<file path="config.mk">
export PLATFORM = sky130hd
export DESIGN_NAME = syncHoldOff
export DESIGN_NICKNAME = d
export VERILOG_FILES = /design/src/rtl/syncHoldPkg.sv /design/src/rtl/syncPinEdge.sv /design/src/rtl/syncHoldCtrl.sv /design/src/rtl/syncHoldData.sv /design/src/rtl/syncHoldOff.sv
export SDC_FILE = /design/constraint.sdc
export NUM_CORES = 1
export LEC_CHECK = 0
export BUFFER_PORTS_ARGS = -buffer_cell sky130_fd_sc_hd__buf_2
export CORE_MARGIN = 2
export CORE_UTILIZATION = 45
export DETAILED_ROUTE_END_ITERATION = 12
export GPL_TIMING_DRIVEN = 1
export PLACE_DENSITY = 0.68
export SYNTH_ARGS = -nofsm -noshare
export SYNTH_HDL_FRONTEND = slang
export SYNTH_SLANG_ARGS = --single-unit
export TNS_END_PERCENT = 100
</file>
<file path="constraint.sdc">
create_clock -name clk -period 2.5 [get_ports clk]
set_clock_uncertainty 0.2 [all_clocks]
set_input_delay 0.125 -clock clk [delete_from_list [all_inputs] [get_ports clk]]
set_output_delay 0.125 -clock clk [all_outputs]
set_load 0.02 [all_outputs]
</file>
<file path="src/rtl/syncHoldPkg.sv">
package syncHoldPkg;
  // Function index: start is slot 0, hop is slot 1
  typedef enum logic {FN_START = 1'b0, FN_HOP = 1'b1} syncFn_e;
  localparam int NUM_FN = 2;

  // Strobes from control to datapath, one per expiring countdown
  typedef struct packed {
    logic hopLoad;
    logic startFire;
  } ctrlStrobe_t;
endpackage

</file>
<file path="src/rtl/syncPinEdge.sv">
module syncPinEdge #(
  parameter int NUM_PINS    = 4,
  parameter int SYNC_STAGES = 2
) (
  input  logic                clk,
  input  logic                rstN,
  input  logic [NUM_PINS-1:0] pinIn,
  output logic [NUM_PINS-1:0] pinRise
);
  // Per pin: SYNC_STAGES flops for metastability, plus one history flop
  for (genvar p = 0; p < NUM_PINS; p++) begin : g_pin
    logic [SYNC_STAGES:0] pipe;
    always_ff @(posedge clk or negedge rstN) begin
      if (!rstN) pipe <= '0;
      else       pipe <= {pipe[SYNC_STAGES-1:0], pinIn[p]};
    end
    assign pinRise[p] = pipe[SYNC_STAGES-1] & ~pipe[SYNC_STAGES];
  end
endmodule

</file>
<file path="src/rtl/syncHoldCtrl.sv">
module syncHoldCtrl
  import syncHoldPkg::*;
#(
  parameter int CNT_W       = 16,
  parameter int NUM_PINS    = 4,
  parameter int SYNC_STAGES = 2,
  parameter int SEL_W       = 2
) (
  input  logic                           clk,
  input  logic                           rstN,
  input  logic [NUM_PINS-1:0]            syncPins,
  input  logic [NUM_FN-1:0]              softSync,
  input  logic [NUM_FN-1:0]              pinEn,
  input  logic [NUM_FN-1:0][SEL_W-1:0]   pinSel,
  input  logic [NUM_FN-1:0][CNT_W-1:0]   holdCnt,
  output ctrlStrobe_t                    strobe,
  output logic [NUM_FN-1:0]              busy
);
  localparam logic [CNT_W-1:0] CNT_ONE = CNT_W'(1);

  logic [NUM_PINS-1:0] pinRise;
  logic [NUM_FN-1:0]   fire;

  syncPinEdge #(
    .NUM_PINS   (NUM_PINS),
    .SYNC_STAGES(SYNC_STAGES)
  ) u_pinEdge (
    .clk    (clk),
    .rstN   (rstN),
    .pinIn  (syncPins),
    .pinRise(pinRise)
  );

  // One hold-off countdown per function
  for (genvar f = 0; f < NUM_FN; f++) begin : g_fn
    logic             counting;
    logic [CNT_W-1:0] remain;
    logic             syncEvt;
    logic             expire;

    always_comb syncEvt = softSync[f] | (pinEn[f] & pinRise[pinSel[f]]);
    always_comb expire  = counting && (remain == CNT_ONE);

    always_ff @(posedge clk or negedge rstN) begin
      if (!rstN) begin
        counting <= 1'b0;
        remain   <= '0;
      end else if (!counting) begin
        if (syncEvt) begin
          counting <= 1'b1;
          remain   <= (holdCnt[f] == '0) ? CNT_ONE : holdCnt[f];
        end
      end else if (expire) begin
        counting <= 1'b0;
      end else begin
        remain <= remain - CNT_ONE;
      end
    end

    assign busy[f] = counting;
    assign fire[f] = expire;
  end

  always_comb begin
    strobe.hopLoad   = fire[FN_HOP];
    strobe.startFire = fire[FN_START];
  end
endmodule

</file>
<file path="src/rtl/syncHoldData.sv">
module syncHoldData
  import syncHoldPkg::*;
#(
  parameter int FREQ_W = 32,
  parameter int CNT_W  = 16
) (
  input  logic                         clk,
  input  logic                         rstN,
  input  logic                         freqWrEn,
  input  logic [FREQ_W-1:0]            freqWrData,
  input  logic [NUM_FN-1:0]            cntWrEn,
  input  logic [CNT_W-1:0]             cntWrData,
  input  ctrlStrobe_t                  strobe,
  output logic [NUM_FN-1:0][CNT_W-1:0] holdCnt,
  output logic [FREQ_W-1:0]            shadowFreq,
  output logic [FREQ_W-1:0]            activeFreq,
  output logic                         hopPulse,
  output logic                         startPulse
);
  // Programmed hold-off counts
  for (genvar f = 0; f < NUM_FN; f++) begin : g_cnt
    logic [CNT_W-1:0] cntQ;
    always_ff @(posedge clk or negedge rstN) begin
      if (!rstN)           cntQ <= '0;
      else if (cntWrEn[f]) cntQ <= cntWrData;
    end
    assign holdCnt[f] = cntQ;
  end

  // Shadow then active tuning word, plus registered pulses
  always_ff @(posedge clk or negedge rstN) begin
    if (!rstN) begin
      shadowFreq <= '0;
      activeFreq <= '0;
      hopPulse   <= 1'b0;
      startPulse <= 1'b0;
    end else begin
      if (freqWrEn)       shadowFreq <= freqWrData;
      if (strobe.hopLoad) activeFreq <= shadowFreq;
      hopPulse   <= strobe.hopLoad;
      startPulse <= strobe.startFire;
    end
  end
endmodule

</file>
<file path="src/rtl/syncHoldOff.sv">
module syncHoldOff
  import syncHoldPkg::*;
#(
  parameter int  FREQ_W      = 32,
  parameter int  CNT_W       = 16,
  parameter int  NUM_PINS    = 4,
  parameter int  SYNC_STAGES = 2,
  localparam int SEL_W       = (NUM_PINS > 1) ? $clog2(NUM_PINS) : 1
) (
  input  logic                clk,
  input  logic                rstN,
  input  logic                freqWrEn,
  input  logic [FREQ_W-1:0]   freqWrData,
  input  logic                startCntWrEn,
  input  logic                hopCntWrEn,
  input  logic [CNT_W-1:0]    cntWrData,
  input  logic                softStart,
  input  logic                softHop,
  input  logic [NUM_PINS-1:0] syncPins,
  input  logic                startPinEn,
  input  logic [SEL_W-1:0]    startPinSel,
  input  logic                hopPinEn,
  input  logic [SEL_W-1:0]    hopPinSel,
  output logic [FREQ_W-1:0]   activeFreq,
  output logic                hopPulse,
  output logic                startPulse,
  output logic                startBusy,
  output logic                hopBusy
);
  ctrlStrobe_t                  strobe;
  logic [NUM_FN-1:0]            busy;
  logic [NUM_FN-1:0][CNT_W-1:0] holdCnt;
  logic [FREQ_W-1:0]            shadowFreq;

  syncHoldCtrl #(
    .CNT_W      (CNT_W),
    .NUM_PINS   (NUM_PINS),
    .SYNC_STAGES(SYNC_STAGES),
    .SEL_W      (SEL_W)
  ) u_ctrl (
    .clk     (clk),
    .rstN    (rstN),
    .syncPins(syncPins),
    .softSync({softHop, softStart}),
    .pinEn   ({hopPinEn, startPinEn}),
    .pinSel  ({hopPinSel, startPinSel}),
    .holdCnt (holdCnt),
    .strobe  (strobe),
    .busy    (busy)
  );

  syncHoldData #(
    .FREQ_W(FREQ_W),
    .CNT_W (CNT_W)
  ) u_data (
    .clk       (clk),
    .rstN      (rstN),
    .freqWrEn  (freqWrEn),
    .freqWrData(freqWrData),
    .cntWrEn   ({hopCntWrEn, startCntWrEn}),
    .cntWrData (cntWrData),
    .strobe    (strobe),
    .holdCnt   (holdCnt),
    .shadowFreq(shadowFreq),
    .activeFreq(activeFreq),
    .hopPulse  (hopPulse),
    .startPulse(startPulse)
  );

  assign startBusy = busy[FN_START];
  assign hopBusy   = busy[FN_HOP];
endmodule

</file>
; ---- Word-level counts from Yosys, hierarchy flattened
; Index checks and enable logic that the tools add are counted.
; Widths: inputs -> output; s select.
[word_totals]
latchBits = 0
romBits = 0
regBits = 144
ram_bits = 0
mem_count = 0
out_inout_bits = 36
input_bits = 65
word_cells = 60
[op_classes]
shift = 0
add_sub_neg = 2
n_eq_ne = 4
n_reduce_logical = 8
mul = 0
bitwise = 12
n_lt_le_gt_ge = 2
n_mux = 18
div = 0
[ops]
columns = operator, count
row1 = $mux 16, 8
row2 = $eq 16x1->1 const B, 2
row3 = $logic_not 16->1, 2
row4 = $sub 16x1->16 const B, 2
row5 = $mux 1, 8
row6 = $and 1x1->1, 6
row7 = $lt 2x3->1 const B, 2
row8 = $bmux 1 s2, 2
row9 = $ne 2x2->1 const B, 2
row10 = $not 1->1, 4
row11 = $reduce_and 2->1, 2
row12 = $reduce_bool 2->1, 2
row13 = $logic_and 1x1->1, 2
row14 = $or 1x1->1, 2

; ---- Longest topological paths before layout
[depth]
word_depth = 8
mapped_depth = 8
ltp_nobuf = 7

; ---- By module
; From an unflattened synthesis, not the netlist that was laid out.
[hier_totals]
hier_cells = 498
hier_area_um2 = 6687.7
[modules_own_cells]
columns = module, area_each_um2, instances, cells_per_inst, seq_area_each_um2
row1 = syncHoldData, 4038.9, 1, 206, 2452.4
row2 = syncHoldCtrl, 2293.4, 1, 276, 850.8
row3 = syncPinEdge, 355.3, 1, 16, 300.3

; ---- Worst setup path after synthesis
; OpenSTA, ideal clock, no wires.
[synth_path]
kind = register to register
from = reg u_ctrl.u_pinEdge.g_pin[0].pipe[2]
to = reg u_ctrl.g_fn[0].remain[12]
setup_ns = 0.119
path_stages_with_launch = 7
path_slack_ns = 0.020
arrival_time_ns = 2.162
path_cell_list = dfrtp_1 > or4b_2 > and4_1 > clkbuf_1 > o21ai_1 > mux2_2 > o21a_1
[synth_between]
elab_chain_cells = 8
[synth_rtl]
columns = element, line
row1 = "start, declared", syncPinEdge.sv:12  ; logic [SYNC_STAGES:0] pipe;
row2 = "start signal, assigned", syncPinEdge.sv:15  ; else pipe <= {pipe[SYNC_STAGES-1:0], pinIn[p]};
row3 = $not 1->1, syncPinEdge.sv:17  ; assign pinRise[p] = pipe[SYNC_STAGES-1] & ~pipe[SYNC_STAGES];
row4 = $and 1x1->1, syncPinEdge.sv:17
row5 = $bmux 1 s2, syncHoldCtrl.sv:41  ; always_comb syncEvt = softSync[f] | (pinEn[f] & pinRise[pinSel[f]]);
row6 = $mux 1 (not written as such), syncHoldCtrl.sv:41
row7 = $and 1x1->1, syncHoldCtrl.sv:41
row8 = $or 1x1->1, syncHoldCtrl.sv:41
row9 = $reduce_bool 2->1 (no source line), n/a
row10 = $reduce_and 2->1 (no source line), n/a
row11 = "end signal, assigned", syncHoldCtrl.sv:51  ; remain <= (holdCnt[f] == '0) ? CNT_ONE : holdCnt[f];
row12 = "end signal, assigned", syncHoldCtrl.sv:56  ; remain <= remain - CNT_ONE;
row13 = "end, declared", syncHoldCtrl.sv:37  ; logic [CNT_W-1:0] remain;
; No other way between the ends. The select of a mux whose other input is x is not followed.
; A chain may end at the register's enable or synchronous reset.

; ---- Final worst setup path
[layout_path]
from = reg u_ctrl.g_fn[0].remain[5]
to = reg u_ctrl.g_fn[0].remain[9]
[layout_between]
elab_chain_cells = 4
word_cells_on_any_way = 7
[layout_rtl]
columns = element
row1 = branches (longest 4 deep; another with $sub 16x1->16)
; Parallel ways; which one is timed is not known. The select of a mux whose other input is x is not followed.

==> impl_metrics.env <==
export IMPL_clk_path_buf_depth=2
export IMPL_clockRootBuffer="clkbuf_16"
export IMPL_cp_arrival_ns=2.59
export IMPL_worst_path_buf_inv=0
export IMPL_ys_warnings_count=0
export IMPL_cap_violations=0
export IMPL_synth_cells=598
export IMPL_fin_setup_tns_ns=0
export IMPL_final_max_slew_viol_count=0
export IMPL_port_buffers=100
export IMPL_ir_worst_vdd_uv=509
export IMPL_dieArea_mm2=0.0152
export IMPL_yosysSeqAreaShare=0.561
export IMPL_synth_edff_count=0
export IMPL_numCtsBuffers=17
export IMPL_synth_cell_types=65
export IMPL_final_cell_mix="dfrtp_1, nand2_1, buf_2"
export IMPL_drt_drc_violations_left=0
export IMPL_die_x_um=123
export IMPL_synth_nets=667
export IMPL_final_common_cell="dfrtp_1"
export IMPL_num_vias=5335
export IMPL_hp_class="input pin to register"
export IMPL_period_needed_ns=2.46
export IMPL_nFillCells=1122
export IMPL_clock_sinks=144
export IMPL_cp_end_kind="register"
export IMPL_ant_nets=0
export IMPL_clk_latency_ns=0.42
export IMPL_die_y_um=123
export IMPL_ios=101
export IMPL_intPower_mw=4.79
export IMPL_gr_total_overflow=0
export IMPL_antenna_found_initial=0
export IMPL_pwr_share_seq=0.457
export IMPL_first_pass_iters=5
export IMPL_power_density_mw_per_mm2=805
export IMPL_grtUsageTotal=0.227
export IMPL_coreArea_mm2=0.0139
export IMPL_slew_limit_headroom=0.497
export IMPL_place_hpwl_um=10900
export IMPL_rsz0062_at_grt="no"
export IMPL_ys_flop_type="dfrtp_1"
export IMPL_n_antenna_cell=0
export IMPL_drt_wirelength_per_cell_um=17.1
export IMPL_p_comb_frac=0.203
export IMPL_async_flop_share=1.00
export IMPL_setup_viol=0
export IMPL_routed_wl_um=16500
export IMPL_clk_pin_slew_ns=0.06
export IMPL_num_rows=43
export IMPL_seqCellArea_mm2=0.00360
export IMPL_crit_family="simple AND/OR/NAND/NOR gates"
export IMPL_drive_gt1_frac=0.296
export IMPL_grt_max_degree=73
export IMPL_path_class="register to register"
export IMPL_crit_fanout=5
export IMPL_drtIter0Drc=410
export IMPL_critPathRequiredTime_ns=2.63
export IMPL_p_sw_frac=0.291
export IMPL_htree_levels=4
export IMPL_start_kind="register"
export IMPL_multiInputGateArea_mm2=0.00267
export IMPL_max_freq_mhz=406
export IMPL_p_switching_mw=1.97
export IMPL_layout_area_overhead_vs_synth_pct=30.9
export IMPL_hold_viol=0
export IMPL_cp_slowest_stage_delay_ns=0.58
export IMPL_critPathMostFrequentCell="or4_4"
export IMPL_fin_nets=844
export IMPL_whs_ns=0.0457
export IMPL_p_clk_frac=0.340
export IMPL_post_drt_via_cell_ratio=5.53
export IMPL_syn_area_mm2=0.00642
export IMPL_gp_congestion=0.919
export IMPL_grt_pass1_vias=5390
export IMPL_avgSynthCellArea_um2=10.7
export IMPL_initial_core_util=0.461
export IMPL_status="complete, no violations"
export IMPL_grt_pass1_wl_um=26600
export IMPL_critPathSlowestCell="or4_4"
export IMPL_total_leakage_power_nw=3.91
export IMPL_cts_tree="yes"
export IMPL_period_share=0.986
export IMPL_synth_seq_cells=144
export IMPL_worstMarginPinSlew_ns=0.754
export IMPL_path_cells="or4_4 -> or4_4 -> or3_1 -> xor2_1 -> a211oi_2"
==> timing repair <==
action,in CTS,in global routing
hold buffers,58,0
resized for setup,3,2
setup buffers,0,0
endpoints found under the hold margin,137,0
gates cloned,0,0
endpoints found under the setup margin,2,5
==> Yosys cell counts (4+ instances only) <==
cell      instances  area, um^2
a211oi_1          4        30.0
a21oi_1          19        95.1
a31oi_1           8        50.1
buf_1             4        15.0
buf_2             5        25.0
clkbuf_1         20        75.1
dfrtp_1         144        3600
ha_1              4        50.1
inv_1            12        45.0
mux2_2           63         709
mux2i_1           4        40.0
nand2_1         122         458
nand2b_1          4        25.0
nand3_1           7        35.0
nand3b_1          4        30.0
nor2_1           26        97.6
nor3_1           12        60.1
nor3b_1           4        30.0
nor4_1           16         100
o21ai_0          30         150
o22ai_1           8        50.1
o311ai_0          4        35.0
or4_1             6        45.0
xnor2_1           5        43.8
==> tightest hold or removal path, stage by stage <==
cell	delay (ns)
buf_2	0.08
nor2_1	0.04
o221a_2	0.19
nand2_1	0.09
o211ai_1	0.09
==> path summary, 6_finish.rpt <==
| check | startpoint | end | slack (ns) | cells after the start |
|---|---|---|---|---|
| max | u_ctrl.g_fn[0].remain[5] | u_ctrl.g_fn[0].remain[9] | 0.04 | 5 |
| min | softHop | u_ctrl.g_fn[1].remain[8] | 0.05 | 5 |
| max reg2reg | u_ctrl.g_fn[0].remain[5] | u_ctrl.g_fn[0].remain[9] | 0.04 | 5 |
| min reg2reg | u_ctrl.u_pinEdge.g_pin[1].pipe[0] | u_ctrl.u_pinEdge.g_pin[1].pipe[1] | 0.14 | 0 |
| max in group asynchronous | rstN | u_data.activeFreq[21] | 1.23 | 3 |
| min in group asynchronous | rstN | u_ctrl.g_fn[0].remain[1] | 0.08 | 2 |
==> through the flow <==
stage	cell area (um^2)	std cells	util	total power, mW	worst slack (ns)
after floorplan	6420	598	-	3.84	0.0195
after global placement	7270	878	0.522	4.29	0.0445
after detailed placement	7270	878	0.522	4.36	0.00476
after CTS	8390	965	0.602	6.77	0.0472
after global routing	8400	965	0.603	7.11	0.00159
final	8400	965	0.603	6.76	0.0360
==> final cells by class <==
| cell class | instances | share of cell area |
|---|---|---|
| tap | 180 | 0.0268 |
| clock buffer | 22 | 0.0553 |
| timing repair buffer | 187 | 0.157 |
| sequential | 144 | 0.429 |
| multi-input combinational | 411 | 0.318 |
| inverter | 14 | 0.00626 |
| clock inverter | 7 | 0.00760 |
==> logic make-up (layout without fill, tap and decap cells) <==
kind of cell,count (synthesis),after routing,synth area share
buffers and inverters,43,230,0.0261
DFF,144,144,0.561
muxes,67,67,0.117
xor gates and xnor gates,7,7,0.00955
and+or+nand+nor,227,227,0.170
AOI/OAI and AO/OA,106,106,0.108
adders and majority gates,4,4,0.00780
==> sequential cells by signal, summed over array words and instances (netlist names) <==
name / count
u_ctrl.g_fn.remain: 32
u_data.activeFreq: 32
u_data.g_cnt.cntQ: 32
u_data.shadowFreq: 32
u_ctrl.u_pinEdge.g_pin.pipe: 12
u_ctrl.g_fn.counting: 2
u_data.hopPulse: 1
u_data.startPulse: 1
==> power by group through the flow <==
| stage | Sequential [mW] | Combinational, mW | Clock, mW |
|---|---|---|---|
| 2_1_floorplan | 3.05 | 0.791 | 0 |
| 3_3_place_gp | 3.08 | 1.21 | 0 |
| 3_5_place_dp | 3.10 | 1.26 | 0 |
| 4_1_cts | 3.07 | 1.35 | 2.34 |
| 5_1_grt | 3.14 | 1.51 | 2.45 |
| 6_report | 3.09 | 1.37 | 2.30 |
==> per-layer routing <==
metal / wire length [um] / global-route usage / part of all wire
met2: 8310 / 0.379 / 0.50
met5: 0 / 0 / 0
met3: 937 / 0.0609 / 0.057
met1: 7050 / 0.294 / 0.43
met4: 215 / 0.0604 / 0.013
Note: power is estimated with default switching activity, not from simulation.
